===== src/rtl/bshift_pkg.sv =====
package bshift_pkg;

    // The encoding is significant: the bench drives these exact values.
    typedef enum logic [1:0] {
        SH_LSL = 2'b00,
        SH_LSR = 2'b01,
        SH_ASR = 2'b10,
        SH_ROR = 2'b11
    } shift_mode_e;

    // Per-row controls produced by the mode decoder.
    typedef struct packed {
        logic reverse;  // mirror the bit order around the right-shift rows
        logic wrap;     // rows feed back the bits that leave the low end
        logic use_sign; // rows fill with the operand MSB instead of 0
    } shift_ctrl_t;

endpackage


===== src/rtl/bshift_mirror.sv =====
module bshift_mirror #(
    parameter int WIDTH = 32
) (
    input  logic [WIDTH-1:0] din,
    input  logic             en,
    output logic [WIDTH-1:0] dout
);
    logic [WIDTH-1:0] flipped;

    // Pure wiring: bit i swaps with bit WIDTH-1-i.
    for (genvar i = 0; i < WIDTH; i++) begin : g_flip
        assign flipped[i] = din[WIDTH-1-i];
    end

    assign dout = en ? flipped : din;
endmodule


===== src/rtl/bshift_stage.sv =====
module bshift_stage #(
    parameter int WIDTH = 32,
    parameter int DIST  = 1
) (
    input  logic [WIDTH-1:0] din,
    input  logic             en,
    input  logic             wrap,
    input  logic             fill,
    output logic [WIDTH-1:0] dout
);
    logic [WIDTH-1:0] moved;

    for (genvar i = 0; i < WIDTH; i++) begin : g_bit
        if (i + DIST < WIDTH) begin : g_inner
            // The source bit is still inside the word.
            assign moved[i] = din[i + DIST];
        end else begin : g_edge
            // Vacated position: take the wrapped bit or the fill value.
            assign moved[i] = wrap ? din[i + DIST - WIDTH] : fill;
        end
    end

    assign dout = en ? moved : din;
endmodule


===== src/rtl/bshift_core.sv =====
module bshift_core
    import bshift_pkg::*;
#(
    parameter int WIDTH = 32,
    localparam int AMT_W = $clog2(WIDTH)
) (
    input  logic [WIDTH-1:0] data_in,
    input  logic [AMT_W-1:0] shamt,
    input  logic [1:0]       mode,
    output logic [WIDTH-1:0] data_out
);
    shift_mode_e mode_e;
    shift_ctrl_t ctrl;
    logic        fill_bit;

    assign mode_e = shift_mode_e'(mode);

    // Mode decode: the only control logic in the block.
    always_comb begin
        ctrl = '0;
        unique case (mode_e)
            SH_LSL: ctrl = '{reverse: 1'b1, wrap: 1'b0, use_sign: 1'b0};
            SH_LSR: ctrl = '{reverse: 1'b0, wrap: 1'b0, use_sign: 1'b0};
            SH_ASR: ctrl = '{reverse: 1'b0, wrap: 1'b0, use_sign: 1'b1};
            SH_ROR: ctrl = '{reverse: 1'b0, wrap: 1'b1, use_sign: 1'b0};
        endcase
    end

    // The fill comes from the original operand, so every row sees the same sign.
    assign fill_bit = ctrl.use_sign & data_in[WIDTH-1];

    logic [WIDTH-1:0] row [AMT_W+1];
    logic [WIDTH-1:0] pre_word;

    bshift_mirror #(.WIDTH(WIDTH)) u_mirror_in (
        .din  (data_in),
        .en   (ctrl.reverse),
        .dout (pre_word)
    );

    assign row[0] = pre_word;

    // One row per power of two; bit k of the amount enables row k.
    for (genvar k = 0; k < AMT_W; k++) begin : g_row
        bshift_stage #(.WIDTH(WIDTH), .DIST(1 << k)) u_stage (
            .din  (row[k]),
            .en   (shamt[k]),
            .wrap (ctrl.wrap),
            .fill (fill_bit),
            .dout (row[k+1])
        );
    end

    bshift_mirror #(.WIDTH(WIDTH)) u_mirror_out (
        .din  (row[AMT_W]),
        .en   (ctrl.reverse),
        .dout (data_out)
    );
endmodule


===== config.mk =====
export PLATFORM = sky130hd
export DESIGN_NAME = bshift_core
export DESIGN_NICKNAME = d
export VERILOG_FILES = /design/src/rtl/bshift_pkg.sv /design/src/rtl/bshift_mirror.sv /design/src/rtl/bshift_stage.sv /design/src/rtl/bshift_core.sv
export SDC_FILE = /design/constraint.sdc
export NUM_CORES = 1
export LEC_CHECK = 0
export ABC_CLOCK_PERIOD_IN_PS = 3870
export BUFFER_PORTS_ARGS = -buffer_cell sky130_fd_sc_hd__buf_2
export CORE_ASPECT_RATIO = 1.75
export CORE_MARGIN = 2
export CORE_UTILIZATION = 40
export DETAILED_ROUTE_END_ITERATION = 6
export GPL_ROUTABILITY_DRIVEN = 0
export SYNTH_ARGS = -nofsm -noshare
export SYNTH_HDL_FRONTEND = slang
export SYNTH_SLANG_ARGS = --single-unit

===== constraint.sdc =====
create_clock -name vclk -period 3.87
set_input_delay 0.1935 -clock vclk [all_inputs]
set_output_delay 0.1935 -clock vclk [all_outputs]
set_load 0.02 [all_outputs]

==> results of run 1 <==
==> logic make-up after synthesis <==
group,after synthesis,synth area share
compound gates,141,0.368
xor+xnor,1,0.00317
buf+inv,40,0.0642
mux,65,0.405
simple gates,102,0.160
==> cells in the final DEF, fill, tap and decap left out, types with 4 or more instances in the layout <==
| cell | netlist | routed |
|---|---|---|
| a211oi_1 | 6 | 6 |
| a21oi_1 | 20 | 20 |
| a221oi_1 | 16 | 16 |
| a22oi_1 | 36 | 36 |
| and2_1 | 5 | 5 |
| buf_2 | 4 | 71 |
| buf_4 | 2 | 10 |
| mux2_2 | 15 | 15 |
| mux2i_1 | 14 | 14 |
| mux4_2 | 36 | 36 |
| nand2_1 | 51 | 51 |
| nor2_1 | 26 | 25 |
| nor3_1 | 5 | 5 |
| o211ai_1 | 5 | 5 |
| o21ai_0 | 6 | 6 |
| o22ai_1 | 18 | 18 |
| o31ai_1 | 4 | 4 |
| o32ai_1 | 4 | 4 |
==> per-stage QoR <==
step	cell area, um^2	utilization	setup WS, ns	power, W	hold slack (ns)
global placement	3170	0.465	0.927	0.000612	0.980
detailed placement	3170	0.465	0.875	0.000617	0.991
CTS	3170	0.465	0.873	0.000619	0.991
global route	3170	0.465	0.733	0.000676	1.04
finish	3170	0.465	0.854	0.000631	1.00
floorplan	2770	-	1.22	0.000439	0.712
==> worst paths after layout <==
check | end | depth (start not counted) | start
max | data_out[24] | 10 | mode[0]
min | data_out[14] | 5 | mode[1]
==> power by group through the flow <==
stage,logic [W],clock network [W],registers (W)
global placement,0.000612,0,0
floorplan,0.000439,0,0
finish,0.000631,0,0
global route,0.000676,0,0
CTS,0.000619,0,0
detailed placement,0.000617,0,0
==> per-layer routing <==
metal | routed length, um | GRT usage | share of wire | vias up
met1 | 3720 | 0.331 | 0.35 | 1671
met5 | 0 | 0 | 0 | -
met2 | 5400 | 0.479 | 0.51 | 220
met4 | 729 | 0.147 | 0.069 | 0
met3 | 720 | 0.0247 | 0.068 | 64
li1 | - | - | - | 1548
==> area by class of cell <==
class | instances | area share
Multi-Input combinational cell | 309 | 0.820
Inverter | 4 | 0.00474
Tap cell | 84 | 0.0332
Timing Repair Buffer | 82 | 0.142
==> synthesized netlist by cell type, types with 4 or more instances <==
cell type,instances,area share
mux2i_1,14,0.051
mux2_2,15,0.061
o21ai_0,6,0.011
clkbuf_1,28,0.038
a22oi_1,36,0.098
a211oi_1,6,0.016
nor2_1,26,0.035
o211ai_1,5,0.014
o32ai_1,4,0.013
nor3_1,5,0.0090
nand2_1,51,0.069
o22ai_1,18,0.041
buf_2,4,0.0072
a221oi_1,16,0.051
o31ai_1,4,0.011
mux4_2,36,0.29
and2_1,5,0.011
a21oi_1,20,0.036
==> results by stage, run 1 <==
Critical path:
- Counting both buffers and inverters, the worst setup path holds a total of 3.
- STA classifies the critical path endpoint as an output port.
- The critical-path cell with the highest stage delay is mux4_2.
- The critical path start-end classification is in2out.
- In this design, the stage delay of the slowest critical-path cell is between 0.5 and 0.6 ns.
- In this design, the largest share of critical-path delay is due to multiplexers.
- STA classifies the critical path startpoint as an input pin.
- The data arrival time at the worst-slack endpoint is about 2.8 ns.
- Walking the worst path, the cells encountered are buf_2 -> nor2_4 -> buf_12 -> mux4_2 -> mux4_2 -> and2_1 -> a211oi_2 -> a21oi_1 -> mux2_2 -> buf_2.
- The required arrival time at the worst endpoint is around 3.7 ns.
- Along the worst path, the maximum fanout reaches 31.

Run status:
- The flow ran to the end, and the final reports show no timing, DRC or antenna violations.

Synthesis:
- After synthesis, the netlist uses 48 different library cells.
- The sequential-to-total area share from yosys stat is 0.
- The number of synthesis warnings is 0.
- The number of nets handed over by synthesis was 388.
- After technology mapping, the gate count stands at approximately 350.
- Averaged over all synthesized cells, the footprint is about 7.9 um^2.
- The post-synthesis instance area is approximately 0.0028 mm^2.

Timing:
- The worst pin sits at a relative slew slack of 0.414.
- The fmax is about 330 MHz.
- The transition time at the pin with the least slew margin is slightly below 0.9 ns.
- The hold violation total from the final report is 0.
- The max-slew violation total from the final report came to 0.
- The period utilization is 0.779.
- The final setup TNS is 0 ns.
- The final critical delay including setup and external delays is just over 3 ns.
- Setup violations remaining at the end of the flow were counted as 0.
- Setup repair after global routing left no endpoint under its margin.

Die:
- The die height is between 100 and 150 um.
- The number of ports placed on the die boundary is 71.
- The overall die area is between 0.007 and 0.008 mm^2.
- The core region area is about 0.0068 mm^2.
- The effective utilization at floorplan is 0.406.
- The standard-cell row count is 40.
- The floorplan step set the die width to 66.9 um.

Drt:
- Once detail routing completed, the nets flagged for antenna violations numbered 0.
- The total via count in the routed design is roughly 3.5k.
- The first routing iteration left approximately 450 violations.
- The number of remaining DRC errors is 0.
- The ratio of routed vias to standard cells is 7.31.
- The number of detailed-route iterations in the first pass is 6.
- Summed over all layers, the routed wires come to roughly 11,000 um.
- The mean routed wirelength per cell is between 20 and 25 um.

GRT:
- The global route total overflow is 0.
- The number of antenna violations at the first check in global routing is 0.
- The largest net degree at the start of global routing is 32.
- The first global-routing pass estimated about 17,000 um of wire.
- For this run, the total global-route usage over all layers was measured as 0.277.
- The via count of the first global-routing pass is approximately 3.2k.

Power:
- The worst vdd rail ir drop is between 0.07 and 0.08 mV.
- The reported net switching power is 0.000384 W.
- The fraction of power spent switching nets is 0.609.
- The analysis attributes to cell leakage a power of around 1.2 nW.
- Power spread over the standard cell area amounts to 199 mW/mm^2.
- The share of total power dissipated in the clock network is 0.
- The share of total power dissipated in combinational logic is 1.000.
- Cell internal power was estimated by the tool at around 0.00025 W.
- The share of total power dissipated in sequential elements is 0.

Placement:
- The number of cells after detailed placement is 479.
- The total half-perimeter wirelength after legalization and detailed placement is 8320 um.
- Input and output buffers added on the ports amount to slightly above 70.

Clock network:
- In this run, post-CTS repair resized a total of 0 instances.
- The hold buffer count at CTS is 0.
- In this run the post-CTS setup repair buffer count came out at 0.

Final layout:
- The multi-input combinational cell area is ~0.0026 mm^2.
- The layout has approximately 740 filler cells.
- The number of antenna diodes in the final layout is 0.
- The layout has 0 clock buffers.
- The design has 0 sequential cells.
- In the final layout, the share of cells above drive strength 1 is 0.349.
- Relative to the synthesized area, the layout overhead comes to 14.5%.
- The sequential cells in the finished layout cover a total of 0 um^2.
- After the flow finishes, the layout carries non-filler instances totaling about 480.
- After the last flow step, the layout net total stands at between 400 and 500.

Run:
- The max-capacitance violation count is 0.

Min path:
- In this run the worst hold path is classified as in2out.
Note: power is estimated with default switching activity, not from simulation.
==> run 2, diff against run 1 <==
ABC_AREA = 1   (was unset)
ABC_CLOCK_PERIOD_IN_PS = 2900   (was 3870)
clock period = 2.9 ns   (was 3.87 ns; I/O delays follow)
==> run 2 against run 1 <==
Clock-buffer cell count unchanged. Hold slack worse by 0.099 ns. Non-clock buffer count up 2. First-iteration DRC count up 0.44%. Wire length up 11%. Final area up 16%. Final cell count up 74%. Via count up 37%. Global-route usage down 2.2 points. Critical endpoint is now data_out[22].
==> results by stage, run 2 <==
Final layout:
- The sequential cell count is 0.
- Across the whole layout, storage elements account for 0 um^2.
- The finished cells cover 0.00367 mm^2.
- Compared with the post-synthesis result, the final layout area differs by 8.07%.
- In the final layout, the share of cells above drive strength 1 is 0.184.
- The multi-input combinational cell area is ~0.0030 mm^2.
- The number of nets in the layout is a little under 800.
- Fill cells in the final layout number 950.
- The count of clock buffers in the final design is 0.
- The library cell used most frequently in the layout, excluding fill and tap cells, is nand3_1.
- The antenna cell count is 0.
- Leaving out fill and tap cells, the most frequent cells in the layout are 287 x nand3_1, 278 x nand2_1, 71 x buf_2.

Timing:
- The final critical delay including setup and external delays is approximately 2.3 ns.
- Setup violations remaining at the end of the flow were counted as 0.
- For the final routed database, the setup TNS stands at 0 ns.
- The transition time at the pin with the least slew margin is approximately 0.75 ns.
- The hold violation total from the final report is 0.
- The max-slew violation total from the final report is 0.
- Derived from the worst setup path, the maximum achievable clock frequency is ~440 MHz.
- Measured against its own limit, the worst slew margin works out to 0.497.
- Setup repair after global routing left no endpoint under its margin.
- Dividing the final minimum period by the clock period gives 0.778.

GRT:
- The global-route wire length before repair is 19,900 um.
- The global route total overflow is 0.
- The number of antenna violations at the first check in global routing came to 0.
- The largest net degree at the start of global routing is 54.
- The via count of the first global-routing pass is around 4.3k.
- The total routing usage reported by global routing is 0.255.

Critical path:
- The element type at the critical path start is an input pin.
- The maximum fanout count along the critical path is 53.
- STA classifies the critical path endpoint as an output port.
- The critical path start-end classification is in2out.
- Data on the critical path arrives at its endpoint at ~2.1 ns.
- At the worst endpoint, the required time is around 2.8 ns.

Clock network:
- The post-cts resize count is 0.
- The hold buffer count at CTS is 0.
- After clock tree synthesis, the setup repair step added 0 buffers.

Drt:
- The detailed-routed wire length on met3 is approximately 660 um.
- The total via count in the routed design is 4,804.
- The wire length on met1 is 4770 um.
- The mean routed wirelength per cell is around 14 um.
- The detail route stage leaves a number of antenna-violating nets equal to 0.
- The amount of wire on met2 after detailed routing is approximately 5700 um.
- The first detailed-routing pass took 6 iterations.
- In the routed layout, each cell is associated on average with a via count of ~5.8.
- The DRC marker count from the first detailed-route iteration is ~450.
- The aggregate routed wire length is 11,800 um.
- The number of remaining DRC errors is 0.
- The highest layer touched by signal routing is met4.

Synthesis:
- Counting instances in the post-synthesis netlist gives the leading cell types as 287 x nand3_1, 278 x nand2_1, 39 x buf_2, 36 x inv_1, 32 x nand3_2.
- Of the post-synthesis cell area, the dominant cell type holds 0.423.
- The total nets after synthesis is about 750.
- The most common cell in the synthesized netlist is nand3_1.
- Measured against the total synthesized area, the mux share comes to 0.
- The area share of xor/xnor cells in the synthesized design is 0.
- Yosys attributes the largest share of cell area to nand3_1 42%, nand2_1 31%, nand3_2 9.4%, buf_2 5.8%, inv_1 4.0%.
- Of the total synthesized cell area, the portion taken by AND, OR, NAND and NOR gates is 0.870.
- The share of the Yosys chip area taken by registers is 0.
- The number of synthesis warnings is 0.
- The post-synthesis instance area is approximately 0.0034 mm^2.
- The fraction of the mapped netlist area in compound gates is 0.
- Yosys mapped the design onto 16 distinct sky130hd cell types.
- Of the total synthesized cell area, the portion taken by full adders, half adders and majority gates is 0.
- By area, the combinational part of the netlist is dominated by simple AND/OR/NAND/NOR gates.
- The synthesized netlist cell count is between 700 and 800.
- The average instance in the mapped netlist occupies about 4.8 um^2.
- The largest area contributor in the synthesized netlist is nand3_1.

Run status:
- The flow ran to the end, and the final reports show no timing, DRC or antenna violations.

Power:
- Of the total power, registers draw 0.
- The reported net switching power is ~0.00057 W.
- The design internal power is about 0.00026 W.
- The fraction of power spent switching nets is 0.682.
- The worst vdd rail ir drop is 0.0999 mV.
- Dividing total power by cell area gives a power density of approximately 230 mW/mm^2.
- The standby leakage power is 2.16 nW.
- The clock network power share is 0.
- The combinational share of power is 1.000.

Die:
- The die height is about 130 um.
- After floorplanning, the core was sized to cover about 0.0083 mm^2.
- The floorplan step defined a die boundary enclosing 0.00927 mm^2.
- The die width is approximately 74 um.
- The standard-cell row count is 44.
- In this run the count of I/O pins placed on the die edge is 71.
- For this configuration, the core starts out at a cell density of 0.411.

Placement:
- The HPWL after detailed placement is roughly 9700 um.
- The count of buffers added on input and output ports is between 70 and 80.
- The total placed instance area is roughly 0.0037 mm^2.

Run:
- The max-capacitance violation count is 0.

Min path:
- The worst hold path belongs to the class in2out.
==> run 2: changes by cell type after synthesis, moves of 27 or more <==
cell / previous run / this run
nand2_1: 51 / 278
nand3_1: 3 / 287
clkbuf_1: 28 / 1
nand3_2: 0 / 32
inv_1: 3 / 36
mux4_2: 36 / 0
a22oi_1: 36 / 0
buf_2: 4 / 39
==> run 2: cells by family (layout without fill, tap and decap cells) <==
logic type             Yosys count  count (layout)
and+or+nand+nor                618             618
buffers and inverters           89             123
==> run 2: worst paths after layout <==
path | startpoint | to | slack [ns] | cells after the start
worst max-delay path | mode[1] | data_out[22] | 0.64 | 13
worst min-delay path | shamt[4] | data_out[13] | 0.90 | 5
==> run 2: layout make-up <==
cell class | instances | area share
tap | 92 | 0.0314
timing repair buffer | 84 | 0.123
multi-input combinational | 618 | 0.805
inverter | 39 | 0.0406
==> run 2: power groups by stage <==
stage / registers (W) / clock network (W) / logic, W
2_1_floorplan: 0 / 0 / 0.000623
3_3_place_gp: 0 / 0 / 0.000813
3_5_place_dp: 0 / 0 / 0.000822
4_1_cts: 0 / 0 / 0.000824
5_1_grt: 0 / 0 / 0.000927
6_report: 0 / 0 / 0.000833
==> run 2: layer usage <==
metal | up-vias | track usage
met2 | 204 | 0.431
met3 | 39 | 0.0192
met1 | 2135 | 0.326
met5 | - | 0
met4 | 0 | 0.101
li1 | 2426 | -
==> run 2: metrics by stage <==
step	hold WS (ns)	std cells	total power [W]	worst slack (ns)	utilization
2_1_floorplan	0.676	707	0.000623	1.39	-
3_3_place_gp	0.892	833	0.000813	0.705	0.444
3_5_place_dp	0.894	833	0.000822	0.644	0.444
4_1_cts	0.895	833	0.000824	0.639	0.444
5_1_grt	0.939	833	0.000927	0.388	0.444
6_report	0.902	833	0.000833	0.644	0.444
==> run 2: critical path, cell delays in order <==
cell and delay, ns:
buf_2 0.14, inv_2 0.05, nand2_4 0.48, nand2_1 0.16, nand3_1 0.14, nand3_1 0.16, nand3_1 0.20, nand3_1 0.13
nand3_1 0.12, nand2_1 0.08, nand3_1 0.07, nand2_1 0.07, buf_2 0.15
==> run 3, diff against run 2 <==
ABC_CLOCK_PERIOD_IN_PS = 2000   (was 2900)
clock period = 2 ns   (was 2.9 ns; I/O delays follow)
==> run 3 against run 2 <==
Sequential share of layout area is the same. Final area grew 8.4%. Die area is the same. Critical path depth grew 1. Critical endpoint is now data_out[15]. Highest routed layer unchanged.
==> results by stage, run 3 (synthesis results as in run 2) <==
Run status:
- The flow ran to the end, and the final reports show no timing, DRC or antenna violations.

Power:
- In this run the static leakage power is between 2 and 2.5 nW.
- The total power density per cell area is 325 mW/mm^2.
- VDD sags by at most 0.146 mV.

Drt:
- The detail route stage leaves a number of antenna-violating nets equal to 0.
- The mean routed wirelength per cell is ~15 um.
- The number of remaining DRC errors is 0.
- The final layout contains routed wiring with a total length of about 12,000 um.
- The number of detailed-route iterations in the first pass is 6.
- The DRC marker count from the first detailed-route iteration is around 470.
- The routed layout has 4,969 vias.
- After detailed routing, the number of vias per cell comes to approximately 5.9.

Final layout:
- The count of clock buffers in the final design is 0.
- The final design area excluding fillers is a little under 0.004 mm^2.
- The synthesis-to-finish area growth is 17.1%.
- The number of nets in the layout is ~800.
- Of the cells placed in the final design, the portion with a size suffix greater than 1 is 0.225.
- The antenna cell count is 0.
- The flip-flop and latch area is 0 um^2.
- The top cell types in the final layout, fill and taps aside, are 276 x nand2_1, 269 x nand3_1, 67 x buf_2.
- For this run, the share of the core covered by cells in the final layout is 0.482.
- The design has 0 sequential cells.
- Leaving out fill and tap cells, the most frequent cell in the layout is nand2_1.

Timing:
- The worst pin sits at a relative slew slack of 0.591.
- The hold violation total from the final report is 0.
- The fmax is ~520 MHz.
- Setup repair after global routing could not meet its margin everywhere.
- The max-slew violation total from the final report is 0.
- The number of setup violations in the final report is 0.
- The final setup TNS is 0 ns.
- The transition time at the pin with the least slew margin is 0.612 ns.
- The period utilization is 0.955.
- The worst path in the final design needs a cycle of about 1.9 ns, including I/O delays and setup.

Run:
- The tool flagged a number of max-cap violations equal to 0.

Placement:
- In this run the cell area measured after placement is roughly 0.0038 mm^2.
- Summed over all nets, the half-perimeter wirelength after detailed placement is 9720 um.
- The count of buffers added on input and output ports is 71.

Die:
- The standard-cell row count is 44.
- The core region area is just over 0.008 mm^2.
- The floorplan step set the die width to between 70 and 80 um.
- The number of ports placed on the die boundary is 71.
- The die height is ~130 um.
- The effective utilization at floorplan is 0.411.
- The die covers approximately 0.009 mm^2.

Critical path:
- The element type at the critical path start is an input pin.
- The endpoint class of the critical path is an output port.
- The data arrival time at the worst-slack endpoint is approximately 1.8 ns.
- The worst setup path is of the in2out kind.
- At the worst endpoint, the required time is about 1.9 ns.
- The maximum fanout count along the critical path is 11.

GRT:
- The via count of the first global-routing pass was 4,346.
- Entering global routing, the biggest net connects between 40 and 50 pins.
- After global routing the overflow that remains totals 0.
- The total routing usage reported by global routing is 0.254.
- The number of antenna violations at the first check in global routing was 0.
- The global-route wire length before repair is 19,800 um.

Min path:
- The min-delay analysis places its worst path in the category in2out.

Clock network:
- The hold buffer count at CTS is 0.
-- run 3: cell types whose count changed in the layout (fill, tap and decap cells not counted), moves of 3 or more --
cell,previous run,this run
buf_4,13,23
buf_12,0,3
buf_2,71,67
nand3_2,32,50
nand3_1,287,269
-- run 3: layer usage --
layer  part of all wire  routed length [um]  track usage  vias to the layer above
met5                  0                   0            0                        -
met4              0.046                 573        0.105                        0
met3              0.055                 690       0.0120                       43
met2               0.51                6340        0.433                      223
met1               0.39                4870        0.325                     2250
li1                   -                   -            -                     2453
-- run 3: area by class of cell --
class,count,area (um^2)
Timing Repair Buffer,97,641
Inverter,39,154
Multi-Input combinational cell,619,3070
Tap cell,92,115
Fill cell,938,4280
-- run 3: through the flow --
step                      hold WS [ns]  worst slack (ns)  std cells  power [W]
after floorplan                  0.586             0.575        707   0.000904
after detailed placement         0.830            0.0658        842    0.00121
after global placement           0.829             0.102        842    0.00120
after CTS                        0.832            0.0629        842    0.00122
final                            0.822            0.0901        847    0.00129
after global routing             0.862           -0.0172        847    0.00143
-- run 3: critical path, cell delays in order --
cell and delay (ns):
buf_2 0.14, nor2_4 0.13, buf_12 0.13, buf_6 0.17, nand2_1 0.11, nand3_2 0.09
nand3_1 0.15, nand3_1 0.15, nand2_1 0.07, nand2_1 0.12, nand3_1 0.12, nand3_1 0.10
nand2_1 0.05, buf_2 0.15
-- run 3: path summary, 6_finish.rpt --
kind	startpoint	endpoint	slack, ns	cells past startpoint
hold / removal	shamt[4]	data_out[22]	0.82	7
setup / recovery	mode[1]	data_out[15]	0.09	14
-- run 3: where the power goes --
part           leakage, nW  internal [W]  total (W)  switching, W
Clock                    0             0          0             0
Combinational         2.29      0.000434    0.00129      0.000859
Sequential               0             0          0             0
Total                 2.29      0.000434    0.00129      0.000859
-- run 3: repair_timing --
| action | 4_1_cts | 5_1_grt |
|---|---|---|
| endpoints found under the setup margin | 0 | 32 |
| resized for setup | 0 | 28 |
| buffers inserted | 0 | 1 |
